[src/rtl/backoff_pkg.sv]
package backoff_pkg;

  // Next backoff value: double unless already above the ceiling.
  function automatic int unsigned next_backoff(input int unsigned cur,
                                               input int unsigned ceil_v);
    return (cur > ceil_v) ? cur : (cur << 1);
  endfunction

  // Pause-mode cycle count.
  function automatic int unsigned pause_cycles(input int unsigned cur,
                                               input int unsigned shift_v);
    return cur << shift_v;
  endfunction

  // Spin-mode iteration count: the zero test precedes the decrement.
  function automatic int unsigned spin_iters(input int unsigned cur);
    return cur + 1;
  endfunction

endpackage

[src/rtl/backoff_value_reg.sv]
module backoff_value_reg #(
  parameter int unsigned CEILING = 4096,
  localparam int unsigned BO_W = $clog2(CEILING) + 2
) (
  input  logic            clk,
  input  logic            rst_n,
  input  logic            advance_i,
  input  logic            clear_i,
  output logic [BO_W-1:0] value_o
);
  logic [BO_W-1:0] value_q;
  logic [BO_W-1:0] value_next;

  assign value_next = BO_W'(backoff_pkg::next_backoff(32'(value_q), CEILING));

  always_ff @(posedge clk) begin
    if (!rst_n)          value_q <= BO_W'(1);
    else if (clear_i)    value_q <= BO_W'(1);
    else if (advance_i)  value_q <= value_next;
  end

  assign value_o = value_q;

  // the value is always a single power of two
  a_r3_power_of_two: assert property (@(posedge clk) disable iff (!rst_n)
    $countones(value_q) == 1);
  // below or at the ceiling an advance doubles
  a_r3_doubles: assert property (@(posedge clk) disable iff (!rst_n)
    (advance_i && !clear_i && 32'(value_q) <= CEILING) |=> (32'(value_q) == 2 * 32'($past(value_q))));
  // above the ceiling an advance holds
  a_r4_saturates: assert property (@(posedge clk) disable iff (!rst_n)
    (advance_i && !clear_i && 32'(value_q) > CEILING) |=> $stable(value_q));
  // clear returns to one
  a_r8_clear_to_one: assert property (@(posedge clk) disable iff (!rst_n)
    clear_i |=> (value_q == BO_W'(1)));
endmodule

[src/rtl/backoff_spin_timer.sv]
module backoff_spin_timer #(
  parameter int unsigned ITER_W      = 14,
  parameter int unsigned SPIN_CYCLES = 128,
  localparam int unsigned CYC_W = $clog2(SPIN_CYCLES + 1)
) (
  input  logic              clk,
  input  logic              rst_n,
  input  logic              start_i,
  input  logic [ITER_W-1:0] iters_left_i,
  output logic              busy_o,
  output logic              done_o
);
  logic              busy_q;
  logic [ITER_W-1:0] iter_q;
  logic [CYC_W-1:0]  cyc_q;
  logic              iter_end;

  assign iter_end = (cyc_q == '0);
  assign done_o   = busy_q && iter_end && (iter_q == '0);

  always_ff @(posedge clk) begin
    if (!rst_n) begin
      busy_q <= 1'b0;
      iter_q <= '0;
      cyc_q  <= '0;
    end else if (start_i) begin
      busy_q <= 1'b1;
      iter_q <= iters_left_i;
      cyc_q  <= CYC_W'(SPIN_CYCLES - 1);
    end else if (busy_q) begin
      if (done_o) begin
        busy_q <= 1'b0;
      end else if (iter_end) begin
        iter_q <= iter_q - ITER_W'(1);
        cyc_q  <= CYC_W'(SPIN_CYCLES - 1);
      end else begin
        cyc_q <= cyc_q - CYC_W'(1);
      end
    end
  end

  assign busy_o = busy_q;

  // a stall is never restarted while one runs
  a_r7_no_restart: assert property (@(posedge clk) disable iff (!rst_n)
    start_i |-> !busy_q);
  // busy only drops through completion
  a_r6_drop_on_done: assert property (@(posedge clk) disable iff (!rst_n)
    (busy_q && !done_o) |=> busy_q);
  a_r6_done_ends: assert property (@(posedge clk) disable iff (!rst_n)
    (done_o && !start_i) |=> !busy_q);
endmodule

[src/rtl/backoff_stall_gen.sv]
module backoff_stall_gen #(
  parameter int unsigned CEILING     = 4096,
  parameter int unsigned SCALE_SHIFT = 7,
  parameter int unsigned SPIN_CYCLES = 128,
  localparam int unsigned BO_W  = $clog2(CEILING) + 2,
  localparam int unsigned AMT_W = BO_W + SCALE_SHIFT
) (
  input  logic             clk,
  input  logic             rst_n,
  input  logic             fail_i,
  input  logic             success_i,
  input  logic             pause_mode_i,
  output logic             stall_req_o,
  output logic [AMT_W-1:0] stall_amt_o,
  output logic             busy_o
);
  logic [BO_W-1:0]  backoff;
  logic             accept;
  logic             spin_start;
  logic             spin_busy;
  logic             spin_done;
  logic             pause_q;
  logic             req_q;
  logic [AMT_W-1:0] amt_q;
  logic [AMT_W-1:0] amt_next;

  assign accept     = fail_i && !success_i && !busy_o;
  assign spin_start = accept && !pause_mode_i;

  backoff_value_reg #(.CEILING(CEILING)) u_value (
    .clk       (clk),
    .rst_n     (rst_n),
    .advance_i (accept),
    .clear_i   (success_i),
    .value_o   (backoff)
  );

  backoff_spin_timer #(.ITER_W(BO_W), .SPIN_CYCLES(SPIN_CYCLES)) u_timer (
    .clk          (clk),
    .rst_n        (rst_n),
    .start_i      (spin_start),
    .iters_left_i (backoff),
    .busy_o       (spin_busy),
    .done_o       (spin_done)
  );

  assign amt_next = pause_mode_i
      ? AMT_W'(backoff_pkg::pause_cycles(32'(backoff), SCALE_SHIFT))
      : AMT_W'(backoff_pkg::spin_iters(32'(backoff)));

  always_ff @(posedge clk) begin
    if (!rst_n) begin
      req_q   <= 1'b0;
      pause_q <= 1'b0;
      amt_q   <= '0;
    end else begin
      req_q   <= accept;
      pause_q <= accept && pause_mode_i;
      if (accept) amt_q <= amt_next;
    end
  end

  assign stall_req_o = req_q;
  assign stall_amt_o = amt_q;
  assign busy_o      = spin_busy || pause_q;

  // a request lasts one cycle
  a_r2_single_pulse: assert property (@(posedge clk) disable iff (!rst_n)
    stall_req_o |=> !stall_req_o);
  // a request always comes with busy
  a_r2_req_busy: assert property (@(posedge clk) disable iff (!rst_n)
    stall_req_o |-> busy_o);
  // no request follows a failure seen while busy
  a_r7_drop_when_busy: assert property (@(posedge clk) disable iff (!rst_n)
    busy_o |=> !stall_req_o);
  // success suppresses the request
  a_r8_success_wins: assert property (@(posedge clk) disable iff (!rst_n)
    success_i |=> !stall_req_o);
  // pause amount is a scaled power of two
  a_r5_pause_shape: assert property (@(posedge clk) disable iff (!rst_n)
    (stall_req_o && pause_q) |-> ($countones(stall_amt_o) == 1 &&
                                  stall_amt_o[SCALE_SHIFT-1:0] == '0));
  // pause mode holds busy for the request cycle only
  a_r5_pause_one_cycle: assert property (@(posedge clk) disable iff (!rst_n)
    (pause_q && !spin_busy) |=> !busy_o);
  // the spin timer completes before busy can fall
  a_r6_spin_done: assert property (@(posedge clk) disable iff (!rst_n)
    ($fell(spin_busy)) |-> $past(spin_done));
endmodule

[config.mk]
export PLATFORM = sky130hd
export DESIGN_NAME = backoff_stall_gen
export DESIGN_NICKNAME = d
export VERILOG_FILES = /design/src/rtl/backoff_pkg.sv /design/src/rtl/backoff_value_reg.sv /design/src/rtl/backoff_spin_timer.sv /design/src/rtl/backoff_stall_gen.sv
export SDC_FILE = /design/constraint.sdc
export NUM_CORES = 1
export LEC_CHECK = 0
export BUFFER_PORTS_ARGS = -buffer_cell sky130_fd_sc_hd__buf_2
export CAP_MARGIN = 20
export CORE_ASPECT_RATIO = 0.5
export CORE_MARGIN = 4
export CORE_UTILIZATION = 25
export DETAILED_ROUTE_END_ITERATION = 16
export RECOVER_POWER = 100
export SETUP_SLACK_MARGIN = 0.02
export SYNTH_ARGS = -nofsm -noshare
export SYNTH_HDL_FRONTEND = slang
export SYNTH_SLANG_ARGS = --single-unit
[constraint.sdc]
create_clock -name clk -period 2.31 [get_ports clk]
set_input_delay 0.3465 -clock clk [delete_from_list [all_inputs] [get_ports clk]]
set_output_delay 0.3465 -clock clk [all_outputs]
set_load 0.005 [all_outputs]
## Yosys cells after proc, flatten, opt, wreduce, memory -nomap -nowiden

Cells that the tools add are included.

- Add/subtract/negate cells: 3
- Order comparisons: 1
- Eq/ne operators: 1
- Muxes and demuxes: 12
- Bitwise logic cells: 3
- Reductions and logical operators: 20

Operator list:

| kind | number |
|---|---|
| 14-bit 2-to-1 mux | 4 |
| 21-bit 2-to-1 mux | 1 |
| 7-bit 2-to-1 mux | 3 |
| 14-bit by 1-bit adder with 15-bit output (second input constant) | 1 |
| 14-bit by 13-bit greater-than comparator with 1-bit output (second input constant) | 1 |
| 14-bit zero test | 1 |
| 14-bit by 1-bit subtractor with 14-bit output (second input constant) | 1 |
| 8-bit zero test | 1 |
| 8-bit 2-to-1 mux | 1 |
| 8-bit by 1-bit subtractor with 8-bit output (second input constant) | 1 |
| 1-bit logical AND | 6 |
| 2-bit AND reduction | 3 |
| 2-bit nonzero test | 2 |
| 2-bit OR reduction | 2 |
| 1-bit zero test | 3 |
| 1-bit 2-to-1 mux | 3 |
| 1-bit inverter | 3 |
| 3-bit AND reduction | 1 |
| 2-bit inequality test (second input constant) | 1 |
| 1-bit logical OR | 1 |

- Register bits: 60
- Input port bits: 5
- Output and inout bits: 23
- Logic and storage cells: 48

## Logic depth before layout (Yosys ltp)

Gate-level depths: netlist of run 1.

- Word-level depth: 6
- Mapped depth: 8
- Depth with buffers taken out: 7

## Cells and area by module

From an unflattened synthesis of run 1, not the netlist that was laid out.

- Cell total of the unflattened synthesis: 366
- Area total of the unflattened synthesis: 3161.8 µm²

By module, submodules not included:

| module | times used | cells each | area each (µm²) | seq. area each (µm²) |
|---|---|---|---|---|
| backoff_spin_timer | 1 | 168 | 1410.1 | 460.4 |
| backoff_stall_gen | 1 | 138 | 1178.6 | 460.4 |
| backoff_value_reg | 1 | 60 | 573.0 | 280.3 |

## Least setup slack after synthesis of run 1

OpenSTA, ideal clock, no wires.

- Path type: flip-flop to flip-flop
- Start point: register u_timer.iter_q[0]
- End point: register u_timer.cyc_q[3]
- Arrival time: 1.799 ns
- Required time: 2.188 ns
- Setup slack: 0.389 ns
- Cell stages (with the launch flop): 8
- Buffers on the path: 0
- Cell sequence: dfxtp_1 inv_1 ha_1 nor4b_2 nand4_1 o21ai_2 a21oi_1 o311a_1

- Longest elaborated chain between the ends: 4

RTL lines:

| item | RTL line | text |
|---|---|---|
| from (decl) | backoff_spin_timer.sv:14 | `logic [ITER_W-1:0] iter_q;` |
| from (signal assigned) | backoff_spin_timer.sv:28 | `iter_q <= iters_left_i;` |
| from (signal assigned) | backoff_spin_timer.sv:34 | `iter_q <= iter_q - ITER_W'(1);` |
| 14-bit zero test | backoff_spin_timer.sv:19 | `assign done_o = busy_q && iter_end && (iter_q == '0);` |
| 1-bit logical AND | backoff_spin_timer.sv:19 |  |
| 2-bit inequality test (no line) | n/a |  |
| 2-bit AND reduction (no line) | n/a |  |
| to (signal assigned) | backoff_spin_timer.sv:29 | `cyc_q <= CYC_W'(SPIN_CYCLES - 1);` |
| to (signal assigned) | backoff_spin_timer.sv:35 | `cyc_q <= CYC_W'(SPIN_CYCLES - 1);` |
| to (signal assigned) | backoff_spin_timer.sv:37 | `cyc_q <= cyc_q - CYC_W'(1);` |
| to (decl) | backoff_spin_timer.sv:15 | `logic [CYC_W-1:0] cyc_q;` |

Every way passes these cells.
A chain may end at the register's enable or synchronous reset.

## Final worst setup path of run 1

- Start point: register u_timer.busy_q (netlist: u_timer.busy_o)
- End point: register amt_q[10] (netlist: stall_amt_o[10])

- Longest elaborated chain between the ends: 3

RTL lines:

| item | RTL line | text |
|---|---|---|
| from (decl) | backoff_spin_timer.sv:13 | `logic busy_q;` |
| from (signal assigned) | backoff_spin_timer.sv:23 | `busy_q <= 1'b0;` |
| from (signal assigned) | backoff_spin_timer.sv:27 | `busy_q <= 1'b1;` |
| from (signal assigned) | backoff_spin_timer.sv:32 | `busy_q <= 1'b0;` |
| 1-bit logical OR | backoff_stall_gen.sv:65 | `assign busy_o = spin_busy \|\| pause_q;` |
| 1-bit zero test | backoff_stall_gen.sv:27 | `assign accept = fail_i && !success_i && !busy_o;` |
| 1-bit logical AND | backoff_stall_gen.sv:27 |  |
| to (signal assigned) | backoff_stall_gen.sv:59 | `if (accept) amt_q <= amt_next;` |
| to (decl) | backoff_stall_gen.sv:24 | `logic [AMT_W-1:0] amt_q;` |

Every way passes these cells.

==> results of run 1 <==
## power groups by stage
stage / clock (mW) / combinational [mW] / sequential (mW)
after global placement: 0 / 0.359 / 1.12
after CTS: 1.25 / 0.362 / 1.10
after detailed placement: 0 / 0.360 / 1.12
after global routing: 1.29 / 0.395 / 1.11
after floorplan: 0 / 0.256 / 1.12
final: 1.23 / 0.352 / 1.10
## cell usage after synthesis (all sizes together) (2+ instances only)
cell type  count  area (um2)
o21ai         11        58.8
o311ai         2        17.5
nor2          34         143
a21o           2        15.0
nor4b          5        71.3
nand3         22         110
a311oi         2        17.5
nand3b         4        30.0
a22oi          7        52.6
a21oi         29         145
nand4          5        31.3
buf           11        66.3
dfxtp         60        1200
mux2i         11         110
nand2         35         134
o31ai          3        22.5
xnor2         10        87.6
inv           15        56.3
and3           9        56.3
xor2           3        26.3
a211oi         3        22.5
o211ai         4        30.0
o21a           5        37.5
nor4           4        55.1
ha             5        62.6
nor3          17        85.1
nand2b         3        18.8
a221oi         2        17.5
o311a          5        50.1
and4           3        26.3
a32o           2        20.0
clkbuf        16        60.1
## final timing paths
check                   from                 end  slack, ps
min reg2reg  stall_amt_o[15]     stall_amt_o[15]        450
max           u_timer.busy_o     stall_amt_o[10]        230
min                    rst_n  u_timer.iter_q[12]        430
max reg2reg   u_timer.busy_o     stall_amt_o[10]        230
## worst max-delay path, delay by kind of cell (launching register included)
kind	cells	cell delay [ps]
flip-flops	1	300
buffers and inverters	2	900
AND/OR/NAND/NOR	2	580
AO/OA/AOI/OAI	2	180
## what timing repair did
item                                    in CTS  in global routing
gates resized for setup                      0                  1
hold buffers                                 0                  0
endpoints found under the setup margin       0                  1
## registers in the layout, summed over array words and instances (netlist names)
signal           cells
u_timer.cyc_q        8
u_value.value_o     14
u_timer.busy_o       1
stall_req_o          1
pause_q              1
u_timer.iter_q      14
stall_amt_o         21
## cell type report
cell class	instances	area (um2)	area share, %
clock inverters	2	10.0	0.279
multi-input cells	261	1650	46.0
clock buffers	13	260	7.24
flip-flops and latches	60	1200	33.4
well taps	165	206	5.75
repair buffers	39	205	5.71
inverters	15	56.3	1.57
## kinds of logic after synthesis
family,share of synthesized area [%]
AO/OA/AOI/OAI,19.3
XOR/XNOR,3.72
adder cells (fa/ha/maj),2.04
buffers and inverters,5.97
flip-flops,39.3
multiplexers,3.60
AND/OR/NAND/NOR,26.1
## metrics by stage
stage                     area, um2  hold slack, ps  setup WS [ps]  power (mW)
after floorplan                3060             437            389        1.37
after global placement         3380             439            284        1.48
after detailed placement       3380             444            272        1.48
after CTS                      3650             432            280        2.71
after global routing           3590             442           47.2        2.79
final                          3590             432            233        2.68
## per-layer routing
metal	GRT usage, %	part of all wire, %	wire length (um)
met5	0	0	0
met4	3.85	1.5	114
met3	2.52	3.5	272
met2	18.4	47	3630
met1	14.7	48	3770
==> reports/qor.csv, run 1 <==
metric,value,unit
clk sink count,60,
#FFs+latches synth,60,
Initial Util,25.8,%
CP required,2520,ps
vias in the first global route,2537,
# diodes,0,
final setup TNS,0,ps
status,"finished, final reports clean",
share of cells above drive strength 1,12.1,%
Ports,28,
area of the core,11900,um2
CTS tree,built,
DR pass1 iterations,4,
fmax,481,MHz
crit path max fanout,17,
Vias,2744,
# port buffers,27,
post-CTS setup buffers,0,
DR vias/cell,4.94,
CP dominant cell by count,clkbuf_1,
Worst Hold Depth,2,
Root Driver,clkbuf_16,
R2R depth,6,
Internal Power,1.97,mW
crit share post-route,89.9,%
number of synthesized flops with an enable pin,0,
total congestion overflow,0,
drt drc,0,
Die H,86.2,um
ys async rst share,0,%
WP data arrival,2290,ps
post-synthesis sequential area ratio,39.3,%
top_reg_cell synth,dfxtp_1,
Pleak,1.30,nW
Final min period,2080,ps
std cell rows,28,
Worst Skew,5.59,ps
P per Cell Area,746,nW/um2
CTS max path bufs,2,
Final Hold Fails,0,
drt total wl,7790,um
antenna violations before repair,0,
H-tree Lvls,3,
cell chain of the critical path,"clkbuf_1, nor4b_1, clkbuf_1, nand3b_1, o211ai_1, a21oi_1",
Routability Congestion,0.811,
DRT antenna net count,0,
TritonCTS Buffers,9,
wire per inst,14.0,um
part of the power in registers,41.2,%
max-capacitance violation count,0,
"commonest cells after routing, fill and taps aside","60 x dfxtp_1, 34 x nand2_1, 32 x nor2_1",
post-layout util,30.3,%
hold crit path type,input pin to flip-flop,
Final nets,396,
Relative slew margins,53.3,%
NetSw,0.709,mW
Post-Syn Area,3060,um2
die width,164,um
"commonest non-fill, non-tap cell in the layout",dfxtp_1,
clock share of power,45.7,%
RSZ-0062 raised after global routing,false,
Sw Ratio,26.4,%
Crit path largest cell delay,590,ps
final slew viol count,0,
overall routing resource usage,11.2,%
Area Growth Syn to Fin,17.5,%
Worst-Margin Slew,700,ps
largest net degree at the start of global routing,29,
WS Path Type,flip-flop to flip-flop,
crit end category,flip-flop,
Yosys Warn Count,0,
first-pass GRT wire length,12800,um
maximum vdd drop,0.324,mV
HPWL Detailed,5220,um
area of the die,14200,um2
Layout fillers,1276,
Syn Area/Cell,8.43,um2
drt initial violations,251,
Final setup viols,0,
Placed Instances,540,
Gate Count Post-Synth,363,
Final Instance Count excl. Fillers,555,
combinational share of power,13.1,%
CP max-delay cell,clkbuf_1,
kind of start point of the critical path,flip-flop,
"Clk Latency, worst-skew pair",330,ps
syn nets,373,
distinct cell type count of the synthesized netlist,56,
clk slew on worst S/H paths,50,ps
No activity file was read; power rests on OpenSTA's default activity.
==> run 2, diff against run 1 <==
--- a/config.mk
+++ b/config.mk
@@ -5,6 +5,7 @@
 export SDC_FILE = /design/constraint.sdc
 export NUM_CORES = 1
 export LEC_CHECK = 0
+export ABC_AREA = 1
 export BUFFER_PORTS_ARGS = -buffer_cell sky130_fd_sc_hd__buf_2
 export CAP_MARGIN = 20
 export CORE_ASPECT_RATIO = 0.5
==> run 2 against run 1 <==
  * Die area increased by 6.9%
  * Final area increased by 5.3%
  * Setup slack improved by 160 ps
  * Clock-buffer cell count unchanged
  * Synthesized cell count increased by 36%
  * Register-to-register slack improved by 160 ps
  * Clock power about the same
  * Critical path depth increased by 4
==> reports/qor.csv, run 2 <==
metric,value,unit,change
HPWL Detailed,5980,um,was 5220 um
RR Startpoint,u_timer.iter_q[0],,was u_timer.busy_o
crit path max fanout,15,,was 17
CP required,2560,ps,was 2520 ps
kind of start point of the critical path,flip-flop,,unchanged
hold_sp,pause_mode_i,,was rst_n
crit share post-route,83.0,%,was 89.9%
antenna violations before repair,0,,unchanged
area of the die,15200,um2,was 14200 um2
"Clk Latency, worst-skew pair",330,ps,about the same
final slew viol count,0,,unchanged
CTS max path bufs,2,,unchanged
"commonest cells after routing, fill and taps aside","127 x nand2_1, 72 x nor2_1, 60 x dfxtp_1",,"was 60 x dfxtp_1, 34 x nand2_1, 32 x nor2_1"
total congestion overflow,0,,unchanged
most frequent cell after synthesis,nand2_1,,was dfxtp_1
"top cells by area, synth","dfxtp_1 37%, nand2_1 14%, nor2_1 7.9%, nand3_1 7.6%, inv_1 5.8%",,"was dfxtp_1 39%, a21oi_1 4.7%, nand2_1 4.2%, nor2_1 3.9%, mux2i_1 3.6%"
max reg flops,21,,unchanged
# diodes,0,,unchanged
Pleak,1.59,nW,was 1.30 nW
TritonCTS Buffers,9,,unchanged
post-CTS setup buffers,0,,unchanged
Final nets,529,,was 396
area post-placement,3560,um2,was 3380 um2
Final Hold Fails,0,,unchanged
Fin Hold WS,371,ps,was 432 ps
drt total wl,8170,um,was 7790 um
hold crit path type,input pin to flip-flop,,unchanged
syn nets,504,,was 373
Syn Area/Cell,6.65,um2,was 8.43 um2
Setup crit start,u_timer.iter_q[0],,was u_timer.busy_o
CTS tree,built,,unchanged
Reg2Reg Setup Slack,390,ps,was 230 ps
hold buffers post-CTS,0,,unchanged
final setup TNS,0,ps,unchanged
std cell rows,29,,was 28
Die H,89.1,um,was 86.2 um
first-pass GRT wire length,13900,um,was 12800 um
Gate Count Post-Synth,494,,was 363
Final min period,1920,ps,was 2080 ps
Yosys Warn Count,0,,unchanged
Worst Hold Depth,3,,was 2
total power,3.07,mW,was 2.68 mW
Routability Congestion,0.806,,was 0.811
RSZ-0062 raised after global routing,false,,unchanged
overall routing resource usage,11.3,%,was 11.2%
Initial Util,25.7,%,was 25.8%
P per Cell Area,812,nW/um2,was 746 nW/um2
post-CTS sizing,0,,unchanged
Final Instance Count excl. Fillers,693,,was 555
H-tree Lvls,3,,unchanged
crit end category,flip-flop,,unchanged
Yosys top cell by area,dfxtp_1,,unchanged
#FFs+latches synth,60,,unchanged
maximum vdd drop,0.279,mV,was 0.324 mV
die width,170,um,was 164 um
"commonest non-fill, non-tap cell in the layout",nand2_1,,was dfxtp_1
drt initial violations,268,,was 251
wire per inst,11.8,um,was 14.0 um
Relative slew margins,35.1,%,was 53.3%
Root Driver,clkbuf_16,,unchanged
top_reg_cell synth,dfxtp_1,,unchanged
Worst-Margin Slew,974,ps,was 700 ps
post-synthesis sequential area ratio,36.6,%,was 39.3%
synth cell count leaders,"124 x nand2_1, 69 x nor2_1, 60 x dfxtp_1, 51 x inv_1, 50 x nand3_1",,"was 60 x dfxtp_1, 34 x nand2_1, 32 x nor2_1, 29 x a21oi_1, 22 x nand3_1"
Vias,3104,,was 2744
ys async rst share,0,%,unchanged
Layout fillers,1402,,was 1276
Yosys top cell area share,36.6,%,was 39.3%
DRT antenna net count,0,,unchanged
clk slew on worst S/H paths,50,ps,about the same
Placed Instances,678,,was 540
area of the core,12800,um2,was 11900 um2
distinct cell type count of the synthesized netlist,40,,was 56
# port buffers,27,,unchanged
fmax,522,MHz,was 481 MHz
DR pass1 iterations,4,,unchanged
vias in the first global route,2805,,was 2537
Ports,28,,unchanged
number of synthesized flops with an enable pin,0,,unchanged
Area Growth Syn to Fin,15.2,%,was 17.5%
Final Cell Area,3780,um2,was 3590 um2
share of cells above drive strength 1,8.41,%,was 12.1%
WP data arrival,2160,ps,was 2290 ps
largest net degree at the start of global routing,29,,unchanged
Worst Skew,8.79,ps,was 5.59 ps
Post-Syn Area,3290,um2,was 3060 um2
DR vias/cell,4.48,,was 4.94
clk sink count,60,,unchanged
max-capacitance violation count,0,,unchanged
WS Path Type,flip-flop to flip-flop,,unchanged
drt drc,0,,unchanged
status,"finished, final reports clean",,unchanged
Final setup viols,0,,unchanged
R2R depth,10,,was 6
## run 2: cell count changes in the layout (fill, tap and decap cells not counted), sizes merged, moves of 11 or more
cell   change
inv       +38
mux2i     -11
nor2      +43
nand2     +94
nand3     +30
o21ai     +22
nor3      -14
## run 2: kinds of logic after synthesis
kind of cell             count (synthesis)  share of synthesized area [%]
buffers and inverters                   72                           9.63
adder cells (fa/ha/maj)                  5                           1.90
AO/OA/AOI/OAI                           76                           12.8
AND/OR/NAND/NOR                        274                           37.2
XOR/XNOR                                 7                           1.87
flip-flops                              60                           36.6
## run 2: area by class of cell
| type | instances | area (um2) | share of cell area [%] |
|---|---|---|---|
| sequential | 60 | 1200 | 31.7 |
| clock buffer | 13 | 260 | 6.88 |
| inverter | 55 | 216 | 5.72 |
| multi-input combinational | 362 | 1740 | 45.9 |
| tap | 170 | 213 | 5.62 |
| timing repair buffer | 31 | 148 | 3.90 |
| clock inverter | 2 | 10.0 | 0.264 |
## run 2: worst paths after layout
check	to
worst min-delay path	stall_amt_o[10]
worst max register to register	u_timer.iter_q[2]
worst max-delay path	u_timer.iter_q[2]
worst min register to register	stall_amt_o[3]
## run 2: metal layers
layer | vias up | GRT usage [%] | routed length [um]
met4 | 0 | 4.13 | 57
met3 | 5 | 2.25 | 322
met1 | 1409 | 15.8 | 4110
li1 | 1639 | - | -
met2 | 51 | 17.6 | 3680
met5 | - | 0 | 0
## run 2: worst max-delay path, stage by stage, from the launching register on
cell      delay [ps]
dfxtp_1          320
inv_1             80
ha_1             180
nand2_1          120
nor2_1           300
nand2_1           90
nand3_1          150
nand2_4          160
clkinv_4         130
nand2_1          100
o21ai_0          200
## run 2: where the power goes
group,switching [mW],internal [mW],leakage [nW]
registers,0.0630,1.10,0.487
clock network,0.445,0.773,0.135
logic,0.444,0.248,0.963
total,0.952,2.12,1.59
## run 2: metrics by stage
step	setup WS (ps)	utilization, %
2_1_floorplan	891	-
5_1_grt	155	29.6
6_report	393	29.6
3_3_place_gp	464	27.9
4_1_cts	462	30.0
3_5_place_dp	420	27.9
